### config.mk
export PLATFORM = sky130hd
export DESIGN_NAME = idx_ea_unit
export DESIGN_NICKNAME = d
export VERILOG_FILES = /design/src/rtl/idx_ea_pkg.sv /design/src/rtl/idx_decode.sv /design/src/rtl/idx_addr_calc.sv /design/src/rtl/idx_ea_unit.sv
export SDC_FILE = /design/constraint.sdc
export NUM_CORES = 1
export LEC_CHECK = 0
export BUFFER_PORTS_ARGS = -buffer_cell sky130_fd_sc_hd__buf_4
export CAP_MARGIN = 20
export CORE_ASPECT_RATIO = 0.5
export CORE_UTILIZATION = 47
export DETAILED_ROUTE_END_ITERATION = 16
export PLACE_DENSITY = 0.78
export SKIP_CTS_REPAIR_TIMING = 1
export SLEW_MARGIN = 20
export SYNTH_ARGS = -nofsm -noshare
export SYNTH_HDL_FRONTEND = slang
export SYNTH_HIERARCHICAL = 1
export SYNTH_SLANG_ARGS = --single-unit
export TNS_END_PERCENT = 50
### constraint.sdc
create_clock -name clk_i -period 1.4 [get_ports clk_i]
set_input_delay 0.21 -clock clk_i [delete_from_list [all_inputs] [get_ports clk_i]]
set_output_delay 0.21 -clock clk_i [all_outputs]
set_load 0.1 [all_outputs]
### src/rtl/idx_ea_pkg.sv
package idx_ea_pkg;
  localparam int AW = 16;
  localparam int BW = 8;

  typedef enum logic [1:0] {ST_IDLE, ST_RD0, ST_RD1, ST_RD2} st_e;

  typedef struct packed {
    logic [1:0]    base;
    logic [AW-1:0] offset;
    logic          auto_upd;
    logic          post;
    logic          indirect;
    logic [1:0]    ext_cnt;
  } dec_t;
endpackage

### src/rtl/idx_decode.sv
module idx_decode
  import idx_ea_pkg::*;
(
  input  logic [BW-1:0] pb_i,
  input  logic [BW-1:0] ext0_i,
  input  logic [BW-1:0] ext1_i,
  input  logic [BW-1:0] acc_a_i,
  input  logic [BW-1:0] acc_b_i,
  output dec_t          dec_o
);
  localparam int SHORT_W = 5;
  localparam int STEP_W  = 4;

  logic [AW-1:0] step;

  // nnnn: 0..7 -> +1..+8, 8..15 -> -8..-1
  always_comb begin
    if (pb_i[3]) step = {{(AW-STEP_W){1'b1}}, pb_i[STEP_W-1:0]};
    else         step = {{(AW-STEP_W){1'b0}}, pb_i[STEP_W-1:0]} + AW'(1);
  end

  always_comb begin
    dec_o = '0;
    if (!pb_i[5]) begin
      dec_o.base   = pb_i[7:6];
      dec_o.offset = {{(AW-SHORT_W){pb_i[4]}}, pb_i[SHORT_W-1:0]};
    end else if (pb_i[7:5] != 3'b111) begin
      dec_o.base     = pb_i[7:6];
      dec_o.auto_upd = 1'b1;
      dec_o.post     = pb_i[4];
      dec_o.offset   = step;
    end else begin
      dec_o.base = pb_i[4:3];
      if (!pb_i[2]) begin
        if (!pb_i[1]) begin
          dec_o.offset  = {{(AW-BW){pb_i[0]}}, ext0_i};
          dec_o.ext_cnt = 2'd1;
        end else begin
          dec_o.offset   = {ext0_i, ext1_i};
          dec_o.ext_cnt  = 2'd2;
          dec_o.indirect = pb_i[0];
        end
      end else begin
        unique case (pb_i[1:0])
          2'b00:   dec_o.offset = {{(AW-BW){1'b0}}, acc_a_i};
          2'b01:   dec_o.offset = {{(AW-BW){1'b0}}, acc_b_i};
          default: dec_o.offset = {acc_a_i, acc_b_i};
        endcase
        dec_o.indirect = pb_i[1] & pb_i[0];
      end
    end
  end
endmodule

### src/rtl/idx_addr_calc.sv
module idx_addr_calc
  import idx_ea_pkg::*;
#(
  parameter int NREG = 4
) (
  input  logic [NREG-1:0][AW-1:0] regs_i,
  input  logic [$clog2(NREG)-1:0] sel_i,
  input  logic [AW-1:0]           offset_i,
  output logic [AW-1:0]           base_o,
  output logic [AW-1:0]           sum_o
);
  assign base_o = regs_i[sel_i];
  assign sum_o  = base_o + offset_i;
endmodule

### src/rtl/idx_ea_unit.sv
module idx_ea_unit
  import idx_ea_pkg::*;
(
  input  logic          clk_i,
  input  logic          rst_ni,
  input  logic          start_i,
  input  logic [7:0]    postbyte_i,
  input  logic [7:0]    ext0_i,
  input  logic [7:0]    ext1_i,
  input  logic [15:0]   x_i,
  input  logic [15:0]   y_i,
  input  logic [15:0]   sp_i,
  input  logic [15:0]   pc_i,
  input  logic [7:0]    acc_a_i,
  input  logic [7:0]    acc_b_i,
  output logic          mem_req_o,
  output logic [15:0]   mem_addr_o,
  input  logic [7:0]    mem_rdata_i,
  output logic [15:0]   ea_o,
  output logic          wb_en_o,
  output logic [1:0]    wb_sel_o,
  output logic [15:0]   wb_data_o,
  output logic [1:0]    ext_cnt_o,
  output logic          illegal_o,
  output logic          done_o
);
  localparam int NREG = 4;

  dec_t                   dec;
  logic [NREG-1:0][AW-1:0] regs;
  logic [AW-1:0]          base_val, sum;
  st_e                    st_q;
  logic [AW-1:0]          ptr_q, ea_q, wb_data_q;
  logic [BW-1:0]          hi_q;
  logic [1:0]             wb_sel_q;
  logic                   wb_en_q, done_q, illegal_q;

  assign regs = {pc_i, sp_i, y_i, x_i};

  idx_decode u_dec (
    .pb_i    (postbyte_i),
    .ext0_i  (ext0_i),
    .ext1_i  (ext1_i),
    .acc_a_i (acc_a_i),
    .acc_b_i (acc_b_i),
    .dec_o   (dec)
  );

  idx_addr_calc #(.NREG(NREG)) u_calc (
    .regs_i   (regs),
    .sel_i    (dec.base),
    .offset_i (dec.offset),
    .base_o   (base_val),
    .sum_o    (sum)
  );

  always_ff @(posedge clk_i or negedge rst_ni) begin
    if (!rst_ni) begin
      st_q      <= ST_IDLE;
      ptr_q     <= '0;
      hi_q      <= '0;
      ea_q      <= '0;
      wb_data_q <= '0;
      wb_sel_q  <= '0;
      wb_en_q   <= 1'b0;
      done_q    <= 1'b0;
      illegal_q <= 1'b0;
    end else begin
      done_q    <= 1'b0;
      wb_en_q   <= 1'b0;
      illegal_q <= start_i && (st_q != ST_IDLE);
      unique case (st_q)
        ST_IDLE: begin
          if (start_i) begin
            if (dec.indirect) begin
              ptr_q <= sum;
              st_q  <= ST_RD0;
            end else begin
              ea_q      <= (dec.auto_upd && dec.post) ? base_val : sum;
              wb_en_q   <= dec.auto_upd;
              wb_sel_q  <= dec.base;
              wb_data_q <= sum;
              done_q    <= 1'b1;
            end
          end
        end
        ST_RD0: st_q <= ST_RD1;
        ST_RD1: begin
          hi_q <= mem_rdata_i;
          st_q <= ST_RD2;
        end
        default: begin
          ea_q   <= {hi_q, mem_rdata_i};
          done_q <= 1'b1;
          st_q   <= ST_IDLE;
        end
      endcase
    end
  end

  assign mem_req_o  = (st_q == ST_RD0) || (st_q == ST_RD1);
  assign mem_addr_o = (st_q == ST_RD1) ? ptr_q + AW'(1) : ptr_q;
  assign ea_o       = ea_q;
  assign wb_en_o    = wb_en_q;
  assign wb_sel_o   = wb_sel_q;
  assign wb_data_o  = wb_data_q;
  assign ext_cnt_o  = dec.ext_cnt;
  assign illegal_o  = illegal_q;
  assign done_o     = done_q;
endmodule

==> results of run 1 <==
worst max-delay path by stage:
stage | cells past startpoint | start | slack (ns) | end
after floorplan | 17 | postbyte_i[5] | -2.00 | ea_o[12]$_DFFE_PN0P_
after global placement | 14 | postbyte_i[5] | -2.08 | ea_o[15]$_DFFE_PN0P_
after detailed placement | 14 | postbyte_i[5] | -2.10 | ea_o[15]$_DFFE_PN0P_
after CTS | 14 | postbyte_i[5] | -1.76 | ea_o[15]$_DFFE_PN0P_
after global routing | 16 | postbyte_i[5] | -1.91 | ea_o[14]$_DFFE_PN0P_
final | 15 | postbyte_i[5] | -1.87 | ea_o[13]$_DFFE_PN0P_
sequential cells by signal, summed over array words and instances, names as in the netlist:
register	flops
wb_data_o	16
wb_en_o	1
hi_q	8
wb_sel_o	2
st_q	2
ptr_q	16
ea_o	16
illegal_o	1
done_o	1
power by group:
| part | leakage [nW] | internal (mW) | switching (mW) | total, mW |
|---|---|---|---|---|
| registers | 0.764 | 2.70 | 0.678 | 3.38 |
| clock network | 0.149 | 1.44 | 0.885 | 2.32 |
| logic | 3.34 | 5.75 | 9.64 | 15.4 |
| total | 4.25 | 9.89 | 11.2 | 21.1 |
logic make-up (layout without fill, tap and decap cells):
kind of cell	Yosys count	in the layout	synth area share (%)
AND/OR/NAND/NOR	136	136	14.4
AO/OA/AOI/OAI	120	120	17.2
multiplexers	86	86	22.4
flip-flops	63	63	31.0
buffers and inverters	45	376	4.73
XOR/XNOR	26	26	4.48
adder cells (fa/ha/maj)	23	23	5.81
routing by layer:
| metal | up-vias | share of wire [%] |
|---|---|---|
| met5 | - | 0 |
| met4 | 0 | 5.2 |
| met3 | 143 | 10 |
| met2 | 480 | 46 |
| met1 | 2936 | 38 |
| li1 | 2505 | - |
layout make-up:
cell class	count	area (um^2)	share of cell area, %
clock buffer	10	239	2.65
tap	140	175	1.94
timing repair buffer	344	2870	31.8
multi-input combinational	391	4040	44.7
clock inverter	6	68.8	0.762
inverter	16	62.6	0.693
sequential	63	1580	17.5
cells in the mapped netlist, drive strengths merged (3+ instances only):
| master | instances | share of area (%) |
|---|---|---|
| clkbuf | 4 | 0.30 |
| a31oi | 19 | 2.3 |
| dfrtp | 63 | 31 |
| o21ai | 13 | 1.3 |
| a21boi | 3 | 0.44 |
| nand2 | 25 | 1.8 |
| nand2b | 7 | 0.86 |
| mux2 | 61 | 14 |
| and3 | 6 | 0.86 |
| a32o | 8 | 1.6 |
| xor2 | 12 | 2.1 |
| mux4 | 16 | 7.1 |
| mux2i | 9 | 1.8 |
| ha | 22 | 5.4 |
| and2 | 4 | 0.49 |
| nand4 | 5 | 0.91 |
| nor2b | 5 | 0.91 |
| a21o | 5 | 0.74 |
| buf | 25 | 3.3 |
| xnor2 | 14 | 2.4 |
| o21a | 3 | 0.44 |
| inv | 16 | 1.2 |
| nor2 | 41 | 3.1 |
| nor3 | 8 | 0.89 |
| a21oi | 32 | 3.5 |
| nor4 | 4 | 0.99 |
| a21bo | 16 | 3.2 |
| nand3 | 25 | 2.7 |
| a211oi | 5 | 0.84 |
critical path, delay by kind of cell:
kind / cells / cell delay, ns
and+or+nand+nor: 2 / 0.40
adders and majority gates: 1 / 0.21
AOI/OAI and AO/OA: 6 / 1.31
muxes: 3 / 1.04
buffers and inverters: 3 / 0.39
per-stage QoR:
step	instances	power, mW	TNS [ns]
after global routing	970	21.6	-82.28
after detailed placement	927	16.1	-89.60
after floorplan	499	12.3	-95.26
final	970	21.1	-79.36
after CTS	943	18.5	-78.60
after global placement	927	15.9	-85.80
==> out/results.txt, run 1 <==
Io pins: 171
Worst hold endpoint: hi_q[4]$_DFFE_PN0P_
Fillcell total: 438
R2R cell count: 9
Clock tree root buffer cell: clkbuf_16
Worst hold stages: 2
Share of cells above drive strength 1: 66.6%
Cell Rows: 26
Grt peak-use layer: met2
Largest net degree at the start of global routing: 40
Utilization after layout: 87.3%
Area Growth Syn to Fin: 77.7%
HPWL after detailed placement: 13.6 mm
Clock transition at path regs: 0.05 ns
Tightest Pin Transition: 0.642 ns
Port Buffers: 170
Grt met2 use: 52.5%
First-pass GRT wire length: 26.4 mm
Area after DPL: 7670 um^2
CTS max path bufs: 2
Initial Utilization: 49.1%
Outcome: complete, but fails checks
Sequential area share after synthesis: 31.0%
Clock buffer count from CTS: 9
Antenna Cells: 0
H-Tree Depth: 3
Routed WL per cell: 23.7 um
Placeable Area: 10300 um^2
Maxcap violations: 0
DIE HEIGHT: 75.5 um
Post-synth cell types: 65
Register bit total from synthesis: 63
Skew-Pair Late Insertion Delay: 0.33 ns
Final setup margin: -1.87 ns
GR Overflow Total: 0
Syn Inst Count: 499
Crit-path cells: buf_6, and2b_1, a21boi_2, buf_6, mux4_2, ha_4, buf_4, a211oi_4, o21bai_4, o211ai_4, mux2i_1, and3_1, a21bo_2, a31oi_1, mux2_2
Commonest non-fill, non-tap cell in the layout: buf_4
Final WL: 23.0 mm
DRT iter0 DRCs: 593
CP arrival: 3.54 ns
Via/cell ratio: 6.25
DP Worst Slack: -2.10 ns
Failing checks: negative setup slack
GR met1 Demand/Resource: 40.4%
Ys async rst share: 100%
Crit start category: primary input
CTS tree: built
Initial antenna violation count: 0
Post-synth EDFFs: 0
RSZ-0062 raised after global routing: true
Synthesized area: 5080 um^2
Vias: 6064
Min cycle time layout: 3.27 ns
Drc violations: 0
Worst Hold Class: primary input to flip-flop
Routability-driven placement congestion ratio: 0.936
Final Hold Viols: 0
Fin area: 9030 um^2
R2R Setup Slk: -0.53 ns
Critical path's slowest cell: mux4_2
DRT Pass-1 Iters: 5
DIE WIDTH: 149 um
Syn avg cell area: 10.2 um^2
Final #Nets: 963
Vias in the first global route: 5171
Period utilization: 234%
Leakage dissipation: 4.25 nW
Worst setup EP type: flip-flop
Maximum vdd ir drop: 1540 uV
Main synth FF type: dfrtp_1
Crit Path Category: primary input to flip-flop
Most frequent cells in the layout: 294 x buf_4, 63 x dfrtp_1, 36 x buf_6, 33 x nor2_1, 28 x mux2_2
Remaining antenna violation count after routing: 0
Pwr Density: 2340 nW/um^2
Setup Skew: 0.00705 ns
CP dominant cell by count: buf_6
Setup violators final: 73
Fmax: 0.306 GHz
Min-Delay Startpoint: mem_rdata_i[4]
Relative slew slack: 57.2%
WHS: 0.132 ns
Worst-path maximum fanout: 5
Syn Nets: 637
Yosys Warn Count: 6
Reg2reg end: ea_o[13]$_DFFE_PN0P_
GRT met3 Usage: 7.54%
RR Startpoint: st_q[0]$_DFFE_PN0P_
Die area: 11300 um^2
CTS sink count: 63
Max-slew violations: 0
CP max stage delay: 0.59 ns
CP Data Required Time: 1.67 ns
All-Layer GR Usage: 30.6%
(Power assumes the default switching activity.)
==> run 2: changes to the inputs <==
--- a/config.mk
+++ b/config.mk
@@ -8,9 +8,8 @@
 export BUFFER_PORTS_ARGS = -buffer_cell sky130_fd_sc_hd__buf_4
 export CAP_MARGIN = 20
 export CORE_ASPECT_RATIO = 0.5
-export CORE_UTILIZATION = 47
+export CORE_UTILIZATION = 30
 export DETAILED_ROUTE_END_ITERATION = 16
-export PLACE_DENSITY = 0.78
 export SKIP_CTS_REPAIR_TIMING = 1
 export SLEW_MARGIN = 20
 export SYNTH_ARGS = -nofsm -noshare
==> out/results.txt, run 2 (synthesis gave the netlist of run 1 again) <==
Final WL: 18.2 mm
Most frequent cells in the layout: 298 x buf_4, 63 x dfrtp_1, 35 x buf_6, 34 x nor2_1, 26 x mux2_2
Fmax: 0.322 GHz
Clock buffer count from CTS: 9
Maxcap violations: 0
Maximum vdd ir drop: 1740 uV
Max-slew violations: 0
Antenna Cells: 0
CP Data Required Time: 1.68 ns
DP Worst Slack: -2.10 ns
Failing checks: negative setup slack
H-Tree Depth: 3
CP arrival: 3.39 ns
Min cycle time layout: 3.11 ns
GR Overflow Total: 0
Area Growth Syn to Fin: 78.3%
Crit-path cells: buf_6, and2b_2, a21boi_4, buf_6, mux4_2, ha_4, inv_2, fa_2, nor2b_4, o2111ai_4, a21oi_4, or4_4, o311ai_4, a21bo_2, a31oi_1, mux2_4
Final #Nets: 965
CTS max path bufs: 2
Via/cell ratio: 4.95
CP dominant cell by count: buf_6
First-pass GRT wire length: 26.5 mm
Crit start category: primary input
Die area: 17500 um^2
Clock transition at path regs: 0.06 ns
Vias: 5243
Share of cells above drive strength 1: 65.3%
Worst Hold Class: primary input to flip-flop
Outcome: complete, but fails checks
Vias in the first global route: 5138
Clock tree root buffer cell: clkbuf_16
DRT iter0 DRCs: 333
Setup violators final: 69
All-Layer GR Usage: 19.8%
Worst setup EP type: flip-flop
Drc violations: 0
RSZ-0062 raised after global routing: true
Critical path's slowest cell: mux4_2
Tightest Pin Transition: 0.523 ns
DIE WIDTH: 186 um
Placeable Area: 16500 um^2
Utilization after layout: 55.0%
Pwr Density: 2190 nW/um^2
Cell Rows: 33
CTS tree: built
Relative slew slack: 64.8%
DIE HEIGHT: 94.0 um
CP max stage delay: 0.55 ns
Worst-path maximum fanout: 5
Initial antenna violation count: 0
Routability-driven placement congestion ratio: 0.894
Port Buffers: 170
Period utilization: 222%
Io pins: 171
Crit Path Category: primary input to flip-flop
Final Hold Viols: 0
Remaining antenna violation count after routing: 0
CTS sink count: 63
WHS: 0.128 ns
Setup Skew: 0.00532 ns
Largest net degree at the start of global routing: 48
Skew-Pair Late Insertion Delay: 0.34 ns
HPWL after detailed placement: 14.1 mm
Commonest non-fill, non-tap cell in the layout: buf_4
Final setup margin: -1.71 ns
DRT Pass-1 Iters: 4
Initial Utilization: 30.8%
Routed WL per cell: 17.2 um
Leakage dissipation: 4.23 nW
Total power: 19.9 mW
-- run 2: power breakdown --
group	total, mW	internal, mW	switching, mW
clock	2.05	1.24	0.810
combinational	14.6	5.59	8.98
sequential	3.25	2.70	0.546
-- run 2: final timing paths --
path / slack, ns / depth (start not counted) / from / end
hold / removal: 0.13 / 2 / mem_rdata_i[1] / hi_q[1]$_DFFE_PN0P_
setup / recovery: -1.71 / 16 / postbyte_i[5] / ea_o[12]$_DFFE_PN0P_
hold reg to reg: 0.49 / 1 / ea_o[9]$_DFFE_PN0P_ / ea_o[9]$_DFFE_PN0P_
max in group asynchronous: 0.59 / 3 / rst_ni / wb_data_o[8]$_DFFE_PN0P_
setup reg to reg: -0.28 / 7 / st_q[1]$_DFFE_PN0P_ / ea_o[13]$_DFFE_PN0P_
min in group asynchronous: 0.28 / 2 / rst_ni / ptr_q[4]$_DFFE_PN0P_
-- run 2: area by class of cell --
type                       instances  area (um^2)
sequential                        63         1580
fill                            1432         7420
multi-input combinational        391         3990
clock buffer                      11          243
timing repair buffer             346         2870
tap                              227          284
clock inverter                     5         33.8
inverter                          16         62.6
-- run 2: metal layers --
metal / GRT usage [%] / up-vias / share of wire, %
li1: - / 2514 / -
met1: 28.9 / 2566 / 48
met2: 30.6 / 150 / 46
met3: 2.36 / 13 / 4.6
met4: 5.19 / 0 / 0.94
met5: 0 / - / 0
-- run 2: critical path: cells and delay by family --
| family | cells | cell delay [ns] |
|---|---|---|
| AOI/OAI and AO/OA | 6 | 0.98 |
| and+or+nand+nor | 3 | 0.77 |
| muxes | 2 | 0.71 |
| adders and majority gates | 2 | 0.42 |
| buffers and inverters | 3 | 0.29 |
-- run 2: stage by stage --
step | TNS [ns] | area (um^2) | cells
floorplan | -95.26 | 5240 | 499
global placement | -88.71 | 7850 | 1021
detailed placement | -90.10 | 7850 | 1021
CTS | -78.74 | 8130 | 1037
global route | -80.81 | 9060 | 1059
finish | -75.25 | 9060 | 1059
